File: src/rtl/lsu_pkg.sv
package lsu_pkg;
  localparam int CHAR_W = 8;

  typedef struct packed {
    logic              bi;
    logic              fe;
    logic              pe;
    logic [CHAR_W-1:0] data;
  } lsu_ent_t;
endpackage

File: src/rtl/lsu_break_det.sv
module lsu_break_det #(
  parameter int FB_W = 4
) (
  input  logic            clk,
  input  logic            rst,
  input  logic            rx_line,
  input  logic            bit_tick,
  input  logic [FB_W-1:0] frame_bits,
  output logic            brk
);
  logic [FB_W-1:0] low_cnt;
  logic            fired;
  logic            fire;

  // Fires on the first tick after frame_bits low periods have been counted.
  assign fire = !rx_line && bit_tick && (low_cnt == frame_bits) && !fired;

  always_ff @(posedge clk) begin
    if (rst) begin
      low_cnt <= '0;
      fired   <= 1'b0;
      brk     <= 1'b0;
    end else begin
      brk <= fire;
      if (rx_line) begin
        low_cnt <= '0;
        fired   <= 1'b0;
      end else begin
        if (bit_tick && low_cnt != frame_bits) low_cnt <= low_cnt + 1'b1;
        if (fire) fired <= 1'b1;
      end
    end
  end

  p_brk_low_r7: assert property (@(posedge clk) disable iff (rst)
    brk |-> $past(!rx_line));
  p_one_brk_r8: assert property (@(posedge clk) disable iff (rst)
    brk |=> !brk);
endmodule

File: src/rtl/lsu_rx_fifo.sv
module lsu_rx_fifo
  import lsu_pkg::*;
#(
  parameter int DEPTH = 16
) (
  input  logic     clk,
  input  logic     rst,
  input  logic     fifo_en,
  input  logic     push,
  input  lsu_ent_t push_ent,
  input  logic     pop,
  output lsu_ent_t head_q,
  output logic     head_ld,
  output lsu_ent_t head_nx,
  output logic     ovr,
  output logic     dr
);
  localparam int PW = (DEPTH > 1) ? $clog2(DEPTH) : 1;
  localparam int CW = $clog2(DEPTH + 1);

  lsu_ent_t          mem [DEPTH];
  logic [PW-1:0]     wp, rp;
  logic [CW-1:0]     cnt, cnt_nx;
  logic              do_pop, full, accept, to_head, wr_mem, rd_mem;

  assign do_pop  = pop && (cnt != '0);
  assign full    = fifo_en ? (cnt == CW'(DEPTH)) : (cnt != '0);
  assign accept  = push && (!full || do_pop);
  assign ovr     = push && full && !do_pop;
  // Incoming character becomes the head directly.
  assign to_head = (accept && (cnt == '0 || (do_pop && cnt == CW'(1))))
                   || (ovr && !fifo_en);
  assign wr_mem  = accept && !to_head;
  assign rd_mem  = do_pop && (cnt > CW'(1));
  assign head_ld = to_head || rd_mem;
  assign head_nx = to_head ? push_ent : mem[rp];
  assign cnt_nx  = cnt + CW'(accept) - CW'(do_pop);

  always_ff @(posedge clk) begin
    if (wr_mem) mem[wp] <= push_ent;
  end

  always_ff @(posedge clk) begin
    if (rst) begin
      wp     <= '0;
      rp     <= '0;
      cnt    <= '0;
      dr     <= 1'b0;
      head_q <= '0;
    end else begin
      cnt <= cnt_nx;
      dr  <= (cnt_nx != '0);
      if (wr_mem) wp <= (wp == PW'(DEPTH - 1)) ? '0 : wp + 1'b1;
      if (rd_mem) rp <= (rp == PW'(DEPTH - 1)) ? '0 : rp + 1'b1;
      if (head_ld) head_q <= head_nx;
    end
  end

  p_cnt_cap_r2: assert property (@(posedge clk) disable iff (rst)
    cnt <= CW'(DEPTH));
  p_drop_keeps_r3: assert property (@(posedge clk) disable iff (rst)
    (fifo_en && ovr) |=> ($stable(head_q) && $stable(cnt)));
  p_single_cap_r4: assert property (@(posedge clk) disable iff (rst)
    !fifo_en |-> cnt <= CW'(1));
  p_dr_tracks_r1: assert property (@(posedge clk) disable iff (rst)
    dr == (cnt != '0));
endmodule

File: src/rtl/lsu_status.sv
module lsu_status
  import lsu_pkg::*;
(
  input  logic     clk,
  input  logic     rst,
  input  logic     rd_status,
  input  logic     head_ld,
  input  lsu_ent_t head_nx,
  input  logic     ovr,
  output logic     st_oe,
  output logic     st_pe,
  output logic     st_fe,
  output logic     st_bi
);
  always_ff @(posedge clk) begin
    if (rst) begin
      st_oe <= 1'b0;
      st_pe <= 1'b0;
      st_fe <= 1'b0;
      st_bi <= 1'b0;
    end else begin
      st_oe <= (st_oe && !rd_status) || ovr;
      st_pe <= (st_pe && !rd_status) || (head_ld && head_nx.pe);
      st_fe <= (st_fe && !rd_status) || (head_ld && head_nx.fe);
      st_bi <= (st_bi && !rd_status) || (head_ld && head_nx.bi);
    end
  end

  p_oe_set_r3: assert property (@(posedge clk) disable iff (rst)
    ovr |=> st_oe);
  p_clear_r9: assert property (@(posedge clk) disable iff (rst)
    (rd_status && !ovr && !head_ld) |=> !(st_oe || st_pe || st_fe || st_bi));
  p_bi_tags_r7: assert property (@(posedge clk) disable iff (rst)
    (head_ld && head_nx.bi) |=> (st_fe && st_pe));
endmodule

File: src/rtl/uart_rx_line_status.sv
module uart_rx_line_status
  import lsu_pkg::*;
#(
  parameter int DEPTH = 16,
  parameter int FB_W  = 4
) (
  input  logic              clk,
  input  logic              rst,
  input  logic              fifo_en,
  input  logic              par_en,
  input  logic [FB_W-1:0]   frame_bits,
  input  logic              rx_line,
  input  logic              bit_tick,
  input  logic              chr_valid,
  input  logic [CHAR_W-1:0] chr_data,
  input  logic              chr_perr,
  input  logic              chr_ferr,
  input  logic              rd_data,
  input  logic              rd_status,
  output logic [CHAR_W-1:0] head_data,
  output logic              st_dr,
  output logic              st_oe,
  output logic              st_pe,
  output logic              st_fe,
  output logic              st_bi
);
  logic     brk, push, head_ld, ovr;
  lsu_ent_t push_ent, head_q, head_nx;

  lsu_break_det #(.FB_W(FB_W)) u_brk (
    .clk(clk), .rst(rst), .rx_line(rx_line), .bit_tick(bit_tick),
    .frame_bits(frame_bits), .brk(brk)
  );

  // A break inserts an all-zero character carrying every error tag.
  always_comb begin
    push = brk || chr_valid;
    if (brk) begin
      push_ent = '{bi: 1'b1, fe: 1'b1, pe: 1'b1, data: '0};
    end else begin
      push_ent = '{bi: 1'b0, fe: chr_ferr, pe: chr_perr && par_en, data: chr_data};
    end
  end

  lsu_rx_fifo #(.DEPTH(DEPTH)) u_fifo (
    .clk(clk), .rst(rst), .fifo_en(fifo_en), .push(push), .push_ent(push_ent),
    .pop(rd_data), .head_q(head_q), .head_ld(head_ld), .head_nx(head_nx),
    .ovr(ovr), .dr(st_dr)
  );

  lsu_status u_stat (
    .clk(clk), .rst(rst), .rd_status(rd_status), .head_ld(head_ld),
    .head_nx(head_nx), .ovr(ovr), .st_oe(st_oe), .st_pe(st_pe),
    .st_fe(st_fe), .st_bi(st_bi)
  );

  assign head_data = head_q.data;

  p_parity_gate_r10: assert property (@(posedge clk) disable iff (rst)
    (chr_valid && !brk && !par_en && !st_pe && !rd_status && !st_dr) |=> !st_pe);
endmodule

File: config.mk
export PLATFORM = sky130hd
export DESIGN_NAME = uart_rx_line_status
export DESIGN_NICKNAME = d
export VERILOG_FILES = /design/src/rtl/lsu_pkg.sv /design/src/rtl/lsu_break_det.sv /design/src/rtl/lsu_rx_fifo.sv /design/src/rtl/lsu_status.sv /design/src/rtl/uart_rx_line_status.sv
export SDC_FILE = /design/constraint.sdc
export NUM_CORES = 1
export LEC_CHECK = 0
export BUFFER_PORTS_ARGS = -buffer_cell sky130_fd_sc_hd__buf_4
export CORE_MARGIN = 8
export CORE_UTILIZATION = 35
export DETAILED_ROUTE_END_ITERATION = 12
export GPL_TIMING_DRIVEN = 0
export PLACE_DENSITY_LB_ADDON = 0.25
export SYNTH_ARGS = -nofsm -noshare
export SYNTH_HDL_FRONTEND = slang
export SYNTH_SLANG_ARGS = --single-unit
File: constraint.sdc
create_clock -name clk -period 3 [get_ports clk]
set_input_delay 0.9 -clock clk [delete_from_list [all_inputs] [get_ports clk]]
set_output_delay 0.9 -clock clk [all_outputs]
set_load 0.03 [all_outputs]
# Word level (Yosys, flattened, before mapping)
# Memory sizes are Yosys's and may differ from the RTL's. A register that Yosys moved wholly into a read port is not among the register bits.
# Index checks and enable logic that the tools add are counted.
totals:
  reg_bits: 32
  ram_bits: 176
  in_bits: 23
  mem_count: 1
mem_list:
  columns: ["name", "depth", "word_bits", "rd", "rd_clocked_by_memory_dff", "wr", "line", "source"]
  rows:
  - ["u_fifo.mem", 16, 11, 1, 1, 1, "lsu_rx_fifo.sv:21", "lsu_ent_t mem [DEPTH];"]
classes:
  addsub: 5
  order_cmp: 1
  eq_ne: 6
  muxes: 9
  n_reduce_logical: 41
op_table:
  columns: ["cell", "n"]
  rows:
  - ["$mux W11", 2]
  - ["$logic_and A1 B1 Y1", 21]
  - ["$mux W4", 4]
  - ["$add A4 B1 Y4 const B", 3]
  - ["$reduce_bool A5 Y1", 2]
  - ["$logic_or A1 B1 Y1", 9]
  - ["$eq A4 B4 Y1 const B", 2]
  - ["$logic_not A1 Y1", 7]
  - ["$add A5 B1 Y5", 1]
  - ["$eq A5 B1 Y1 const B", 1]
  - ["$eq A5 B5 Y1 const B", 1]
  - ["$gt A5 B1 Y1 const B", 1]
  - ["$logic_not A5 Y1", 1]
  - ["$sub A5 B1 Y5", 1]
  - ["$eq A4 B4 Y1", 1]
  - ["$ne A4 B4 Y1", 1]
  - ["$mux W1", 3]
  - ["$reduce_or A2 Y1", 1]

# Logic depth before layout (Yosys ltp)
# Gate-level depths: netlist of the first run.
depth:
  depth_word: 11
  ltp_mapped: 13
  mapped_depth_nobuf: 13

# Modules after synthesis
# Synthesis of the first run repeated with hierarchy kept, for this count alone.
hier_totals:
  cells_unflattened: 521
  hier_area_um2: 8957.3
modules_own_cells:
  columns: ["mod", "instances", "cells_each", "area_each_um2"]
  rows:
  - ["lsu_rx_fifo", 1, 462, 8424.3]
  - ["lsu_break_det", 1, 31, 311.5]
  - ["lsu_status", 1, 16, 140.1]
  - ["uart_rx_line_status", 1, 12, 81.3]

# Worst setup path before layout of the first run
# OpenSTA, ideal clock, no wires.
synth_timing:
  kind: "register -> register"
  start: "reg u_fifo.cnt[3]"
  end: "reg u_fifo.dr"
  setup_time_ns: 0.140
  arrival_time_ns: 2.516
  required_time_ns: 2.860
  path_slack_ns: 0.344
  path_stages_with_launch: 14
  n_path_buf: 0
  synth_period_minus_slack_ns: 2.656
  path_cell_list: "dfxtp_1 > inv_1 > ha_1 > or3b_4 > nor2_1 > nor2b_1 > ha_1 > inv_1 > ha_1 > fa_1 > a21oi_1 > o21bai_1 > xor2_1 > a41oi_1"
synth_between:
  elab_chain_len: 8
  word_cells_on_any_way: 10
  cone_classes: "add/sub (2); eq/ne (1); mux (1); reduce/logical (6)"
synth_rtl:
  columns: ["element", "line", "source"]
  rows:
  - ["start, declared", "lsu_rx_fifo.sv:23", "logic [CW-1:0] cnt, cnt_nx;"]
  - ["start signal, assigned", "lsu_rx_fifo.sv:51", "cnt <= cnt_nx;"]
  - ["$eq A5 B5 Y1 / $reduce_bool A5 Y1 (equally long branches)", "lsu_rx_fifo.sv:27, lsu_rx_fifo.sv:26", null]
  - ["$mux W1", "lsu_rx_fifo.sv:27", "assign full = fifo_en ? (cnt == CW'(DEPTH)) : (cnt != '0);"]
  - ["$logic_not A1 Y1", "lsu_rx_fifo.sv:28", "assign accept = push && (!full || do_pop);"]
  - ["$logic_or A1 B1 Y1", "lsu_rx_fifo.sv:28", null]
  - ["$logic_and A1 B1 Y1", "lsu_rx_fifo.sv:28", null]
  - ["$add A5 B1 Y5", "lsu_rx_fifo.sv:37", "assign cnt_nx = cnt + CW'(accept) - CW'(do_pop);"]
  - ["$sub A5 B1 Y5 *", "lsu_rx_fifo.sv:37", null]
  - ["$reduce_bool A5 Y1 *", "lsu_rx_fifo.sv:52", "dr <= (cnt_nx != '0);"]
  - ["end signal, assigned", "lsu_rx_fifo.sv:52", null]
  - ["end, declared", "lsu_rx_fifo.sv:16", "output logic dr"]
# Every way passes the cells marked *; elsewhere a longest branch is shown, timed or not.
# A chain may end at the register's enable or synchronous reset.

# Worst setup path in the final report of the first run
layout_timing:
  start: "reg u_brk.brk"
  end: "mem u_fifo.mem[4][8] in the netlist's numbering (enable)"
layout_between:
  elab_chain_len: 9
  word_cells_on_any_way: 11
  cone_classes: "mux (2); reduce/logical (9)"
layout_rtl:
  columns: ["element", "line", "source"]
  rows:
  - ["start, declared", "lsu_break_det.sv:9", "output logic brk"]
  - ["start signal, assigned", "lsu_break_det.sv:24", "brk <= fire;"]
  - ["$logic_or A1 B1 Y1 *", "uart_rx_line_status.sv:37", "push = brk || chr_valid;"]
  - ["$logic_and A1 B1 Y1 (2 in series)", "lsu_rx_fifo.sv:29", "assign ovr = push && full && !do_pop;"]
  - ["$logic_and A1 B1 Y1", "lsu_rx_fifo.sv:32", "|| (ovr && !fifo_en);"]
  - ["$logic_or A1 B1 Y1", "lsu_rx_fifo.sv:32", null]
  - ["$logic_not A1 Y1", "lsu_rx_fifo.sv:33", "assign wr_mem = accept && !to_head;"]
  - ["$logic_and A1 B1 Y1 *", "lsu_rx_fifo.sv:33", null]
  - ["$mux W1 *", "lsu_rx_fifo.sv:40", "if (wr_mem) mem[wp] <= push_ent;"]
  - ["$mux W1 (not written as such) *", "lsu_rx_fifo.sv:40", null]
  - ["end, declared", "lsu_rx_fifo.sv:21", null]
# Marked as above.

==> flow_summary.json, run 1 <==
{
  "outcome": "complete, no violations",
  "syn-num-nets": 534,
  "cp-end-kind": "register",
  "grt_setup_unrepaired": "false",
  "reg2reg_depth": 4,
  "area_delta_synth_final_pct": 16.8,
  "start_util_pct": 35.7,
  "cts_tree": "done",
  "synth_common_cells": "edfxtp_1, dfxtp_1, mux4_2, nor2_1, nand2_1",
  "synth_area_leader_cell": "edfxtp_1",
  "setup.worst_path.start": "u_brk.brk",
  "crit_path_max_fanout": 21,
  "routed_wl_microns": 18400,
  "ant_nets": 0,
  "synth.distinct_cells": 51,
  "finClkSkew_ns": 0.00686,
  "grt_pass1_vias": 4705,
  "grt_overflow_total": 0,
  "ys_ff_latch": 212,
  "synth.avg_cell_area_sq_um": 17.6,
  "p_leak_nw": 3.40,
  "worstSkewPairLatency_ns": 0.50,
  "max-cap-violations": 0,
  "hold_depth": 1,
  "synth_cells": 495,
  "clockRootBuffer": "clkbuf_16",
  "nets": 594,
  "cts_buffers": 22,
  "chipWidth_microns": 174,
  "cp-start-kind": "register",
  "grt_pass1_wl_microns": 28200,
  "peakVddDrop_mv": 0.296,
  "holdWs_ns": 0.427,
  "rr_startpoint": "u_brk.brk",
  "wl_per_cell_microns": 20.6,
  "yosysWarnings": 0,
  "first_iter_violations": 226,
  "synth_top_area_share_pct": 60.7,
  "finalSetupViolations": 0,
  "hold_viol": 0,
  "min_path_type": "reg -> reg",
  "place_congestion": 0.798,
  "hp-start": "u_brk.fired",
  "fmax_mhz": 346,
  "synth_edf_count": 176,
  "rrSetupSlack_ns": 0.11,
  "grt_max_degree": 22,
  "period_share_pct": 96.2,
  "tightest_slew_ns": 1.28,
  "core_sq_um": 24400,
  "period_needed_ns": 2.89,
  "postCtsResizedCells": 0,
  "synth-seq-area-share_pct": 69.0,
  "p_total_mw": 7.70,
  "place_inst": 855,
  "slew_headroom_pct": 14.6,
  "synth-main-ff-cell": "edfxtp_1",
  "port_buffers": 35,
  "htree_levels": 1,
  "antenna_found_initial": 0,
  "rows": 57,
  "via_count": 4527,
  "post_cts_buffers": 0,
  "setup-tns-final_ns": 0,
  "yosysMostFrequentCell": "edfxtp_1",
  "critical_path_class": "reg -> reg",
  "clkSlewWorstSetupHoldPaths_ns": 0.06,
  "async_reset_ff_share_pct": 0,
  "power_density_nw_per_um2": 758,
  "fin_util_pct": 41.7,
  "die_h_microns": 174,
  "cp_data_arrival_time_ns": 3.01,
  "die_area_sq_um": 30200,
  "cts_hold_buf": 0,
  "firstDrtPassIters": 5,
  "drc_errors": 0,
  "vias_per_cell": 5.06,
  "ios": 36,
  "regToRegEndpoint": "u_fifo.mem[4][8]",
  "critical_path_required_ns": 3.13,
  "syn_area_sq_um": 8700,
  "grt_usage_pct": 12.1,
  "fin_cells": 895,
  "holdPathEnd": "u_brk.brk",
  "clkSinkCount": 212,
  "drive_above_1_share_pct": 27.1,
  "slew_violations": 0,
  "synth_area_leaders": "edfxtp_1, dfxtp_1, mux4_2, mux4_1, ha_1",
  "cts_buffer_depth": 3,
  "hpwl_microns": 12100,
  "antenna_cells": 0
}
worst max-delay path, cell delays in order (launching register included):
cell and delay [ns]:
dfxtp_1 0.82, nor2_1 0.26, a21oi_2 0.39, clkbuf_1 0.31, and3_1 0.73
sequential cells by signal (all words and copies together) (netlist names), named ones only:
| register | count |
|---|---|
| u_brk.brk | 1 |
| u_brk.fired | 1 |
| u_brk.low_cnt | 4 |
| u_fifo.cnt | 5 |
| u_fifo.dr | 1 |
| u_fifo.head_q | 8 |
| u_fifo.mem | 176 |
| u_fifo.rp | 4 |
| u_fifo.wp | 4 |
| u_stat.st_bi | 1 |
| u_stat.st_fe | 1 |
| u_stat.st_oe | 1 |
| u_stat.st_pe | 1 |
layout make-up:
class / instances / area, sq um
fillers: 2191 / 14200
flip-flops and latches: 212 / 6010
plain buffers: 21 / 128
inverters: 16 / 60.1
repair buffers: 36 / 274
clock buffers: 36 / 718
multi-input cells: 246 / 2540
well taps: 324 / 405
clock inverters: 4 / 31.3
where the power goes:
part           switching, mW  leakage (nW)  total [mW]  internal (mW)
sequential            0.0975          1.86        3.44           3.34
clock                   1.07         0.373        2.72           1.64
combinational          0.863          1.17        1.55          0.686
per-stage QoR:
step | setup WS [ns] | area, sq um
after floorplan | 0.344 | 8700
after global placement | -0.684 | 9370
after detailed placement | -0.119 | 9390
after CTS | 0.0582 | 10100
after global routing | 0.00137 | 10200
final | 0.114 | 10200
logic make-up after synthesis:
| group | synth area share (%) |
|---|---|
| XOR/XNOR | 1.11 |
| multiplexers | 14.9 |
| AO/OA/AOI/OAI | 4.44 |
| AND/OR/NAND/NOR | 6.02 |
| flip-flops | 69.0 |
| buffers and inverters | 2.16 |
| adder cells (fa/ha/maj) | 2.39 |
worst max path at each step:
stage                   endpoint  depth (start not counted)
3_3_place_gp    u_fifo.mem[3][4]                          4
3_5_place_dp   u_fifo.mem[15][4]                          4
6_report        u_fifo.mem[4][8]                          4
5_1_grt         u_fifo.mem[4][8]                          4
2_1_floorplan          u_fifo.dr                         13
4_1_cts                u_fifo.dr                         13
cells in the final DEF, fill, tap and decap left out, types with 11 or more instances in the layout:
| master | count |
|---|---|
| edfxtp_1 | 176 |
| dfxtp_1 | 36 |
| inv_1 | 14 |
| nand2_1 | 18 |
| a22oi_1 | 17 |
| ha_1 | 15 |
| mux2_2 | 16 |
| buf_4 | 36 |
| mux2i_1 | 13 |
| a21oi_1 | 11 |
| nor2_1 | 26 |
| clkbuf_16 | 25 |
| nor2b_1 | 15 |
| mux4_2 | 32 |
| clkbuf_1 | 13 |
per-layer routing:
metal	GRT usage, %	wire length [microns]
met1	15.8	7920
met2	20.7	9220
met3	1.52	878
met4	3.74	383
met5	0	0
(Power assumes the default switching activity.)
==> inputs of run 2 (changes only) <==
Settings changed: ABC_AREA set to 1.
==> run 2 against run 1 <==
  * Die area rose by 7.1%
  * Global-route usage rose by 2.1 points
  * Total power rose by 14%
  * Sequential share of layout area fell by 3.4 points
  * Clock skew rose by 0.0024 ns
  * Sequential cell count did not move
  * Fmax rose by 9.0%
  * Hold slack improved by 0.024 ns
  * Non-clock buffer count rose by 19
  * Sequential power rose by 2%
  * Critical path depth rose by 2
==> flow_summary.json, run 2 <==
{
  "drc_errors": 0,
  "synth_area_leader_cell": "edfxtp_1",
  "critical_path_class": "reg -> reg",
  "critical_path_required_ns": 3.12,
  "fin_ws_ns": 0.352,
  "crit_path_max_fanout": 19,
  "rrSetupSlack_ns": 0.35,
  "layout_common_cells": "nand2_1, edfxtp_1, nand3_1",
  "p_leak_nw": 4.49,
  "fin_cells": 1367,
  "peakVddDrop_mv": 0.505,
  "routed_wl_microns": 23300,
  "clkSlewWorstSetupHoldPaths_ns": 0.06,
  "final_area_sq_um": 10800,
  "fmax_mhz": 378,
  "htree_levels": 1,
  "fin_util_pct": 40.4,
  "final_common_cell": "nand2_1",
  "grt_overflow_total": 0,
  "slew_headroom_pct": 7.96,
  "synth_cells": 950,
  "hold_viol": 0,
  "async_reset_ff_share_pct": 0,
  "syn-num-nets": 989,
  "reg2reg_depth": 6,
  "ys_ff_latch": 212,
  "port_buffers": 34,
  "place_congestion": 0.820,
  "grtUsageMet1_pct": 18.3,
  "nets": 1049,
  "rr_startpoint": "u_brk.brk",
  "largest_reg_flops": 176,
  "chipWidth_microns": 180,
  "hpwl_microns": 15900,
  "n_fill_cell": 2574,
  "holdWs_ns": 0.451,
  "period_share_pct": 88.3,
  "core_sq_um": 26700,
  "power_density_nw_per_um2": 818,
  "clkPwrFrac_pct": 28.5,
  "grt_max_degree": 20,
  "hold_depth": 2,
  "top_usage_layer": "met2",
  "grt.met3_usage_pct": 1.81,
  "cts_tree": "done",
  "finalSetupViolations": 0,
  "synth-seq-area-share_pct": 64.0,
  "die_area_sq_um": 32300,
  "worstSkewPairLatency_ns": 0.50,
  "tightest_slew_ns": 1.38,
  "cp-end-kind": "register",
  "hp-start": "u_brk.fired",
  "slowest_stage": "dfxtp_1",
  "max_stage_delay_ns": 0.78,
  "pwr-share-comb_pct": 31.8,
  "p_sw_mw": 3.08,
  "first_iter_violations": 464,
  "use_met2_pct": 24.6,
  "seq_area_sq_um": 6010,
  "largestRegisters": "u_fifo.mem (176), u_fifo.head_q (8), u_fifo.cnt (5)",
  "firstDrtPassIters": 6,
  "cp-start-kind": "register",
  "grt_pass1_vias": 6551,
  "syn_area_sq_um": 9390,
  "period_needed_ns": 2.65,
  "synth.avg_cell_area_sq_um": 9.88,
  "min_path_type": "reg -> reg",
  "top_register": "u_fifo.mem",
  "grt_usage_pct": 14.2,
  "synth_common_cells": "nand2_1, edfxtp_1, nand3_1, inv_1, nor2_1",
  "wl_per_cell_microns": 17.0,
  "slew_violations": 0,
  "p_total_mw": 8.81,
  "antenna_cells": 0,
  "vias_per_cell": 4.81,
  "multi_input_area_sq_um": 2640,
  "intPower_mw": 5.73,
  "cts_buffer_depth": 3,
  "yosysWarnings": 0,
  "die_h_microns": 180,
  "synth_edf_count": 176,
  "crit_chain": "nor2_1 -> nor2_4 -> nand2_4 -> inv_2 -> nand2_1 -> nor2_2",
  "grt_pass1_wl_microns": 36400,
  "yosysMostFrequentCell": "nand2_1",
  "place_inst": 1326,
  "grt_setup_unrepaired": "false",
  "placed_area_sq_um": 10100,
  "start_util_pct": 35.2,
  "ant_nets": 0,
  "cts_buffers": 23,
  "drive_above_1_share_pct": 12.3,
  "cp_data_arrival_time_ns": 2.77,
  "finClkSkew_ns": 0.00926,
  "via_count": 6576,
  "regToRegEndpoint": "u_fifo.mem[9][1]",
  "clockRootBuffer": "clkbuf_16",
  "setup-tns-final_ns": 0,
  "switching_share_pct": 35.0,
  "rows": 60,
  "p_seq_share_pct": 39.7,
  "synth_top_area_share_pct": 56.3,
  "ios": 36,
  "holdPathEnd": "u_brk.fired",
  "max-cap-violations": 0,
  "area_delta_synth_final_pct": 14.8,
  "preCtsSetupSlack_ns": -0.220,
  "antenna_found_initial": 0,
  "clkSinkCount": 212,
  "outcome": "complete, no violations",
  "synth-main-ff-cell": "edfxtp_1",
  "synth_area_leaders": "edfxtp_1, nand2_1, nand3_1, dfxtp_1, inv_1",
  "synth.distinct_cells": 34
}
==> run 2: cell types whose count changed in the layout (fill, tap and decap cells not counted), sizes merged, moves of 28 or more <==
cell and change:
nand2 +272, nand3 +146, inv +118, mux4 -42
nor2 +28
==> run 2: final cells by class <==
type / instances / area share, %
plain buffers: 41 / 2.52
clock buffers: 24 / 5.37
clock inverters: 17 / 0.743
inverters: 134 / 4.71
multi-input cells: 563 / 24.5
flip-flops and latches: 212 / 55.7
well taps: 341 / 3.96
repair buffers: 35 / 2.47
==> run 2: what timing repair did <==
item / in CTS / in global routing
endpoints found under the setup margin: 44 / 72
hold buffers: 0 / 0
buffers inserted: 0 / 0
resized for setup: 5 / 7
==> run 2: worst max path at each step <==
stage          startpoint           endpoint  cells past startpoint
5_1_grt         u_brk.brk   u_fifo.mem[9][1]                      6
3_3_place_gp      fifo_en   u_fifo.mem[7][2]                      7
6_report        u_brk.brk   u_fifo.mem[9][1]                      6
4_1_cts         u_brk.brk   u_fifo.mem[4][6]                      6
3_5_place_dp      fifo_en  u_fifo.mem[12][7]                      9
2_1_floorplan     fifo_en   u_fifo.mem[7][0]                      6
==> run 2: cell families after synthesis <==
kind of cell | synth area share, %
XOR/XNOR | 0.747
flip-flops | 64.0
AO/OA/AOI/OAI | 1.99
adder cells (fa/ha/maj) | 2.21
AND/OR/NAND/NOR | 22.8
buffers and inverters | 8.31
==> run 2: critical path, delay by kind of cell, from the launching register on <==
family	cells	cell delay [ns]
flip-flops	1	0.78
buffers and inverters	1	0.12
AND/OR/NAND/NOR	5	1.37
==> run 2: metal layers <==
| layer | up-vias | routed length [microns] |
|---|---|---|
| met5 | - | 0 |
| met4 | 0 | 673 |
| met3 | 54 | 1120 |
| met2 | 186 | 11200 |
| met1 | 3116 | 10300 |
| li1 | 3220 | - |
==> run 2: power by group through the flow <==
stage	clock (mW)	sequential, mW	combinational (mW)
5_1_grt	2.67	3.52	3.12
4_1_cts	2.56	3.50	2.82
6_report	2.51	3.50	2.80
2_1_floorplan	0	3.66	1.84
3_5_place_dp	0	3.57	2.80
3_3_place_gp	0	3.56	2.76
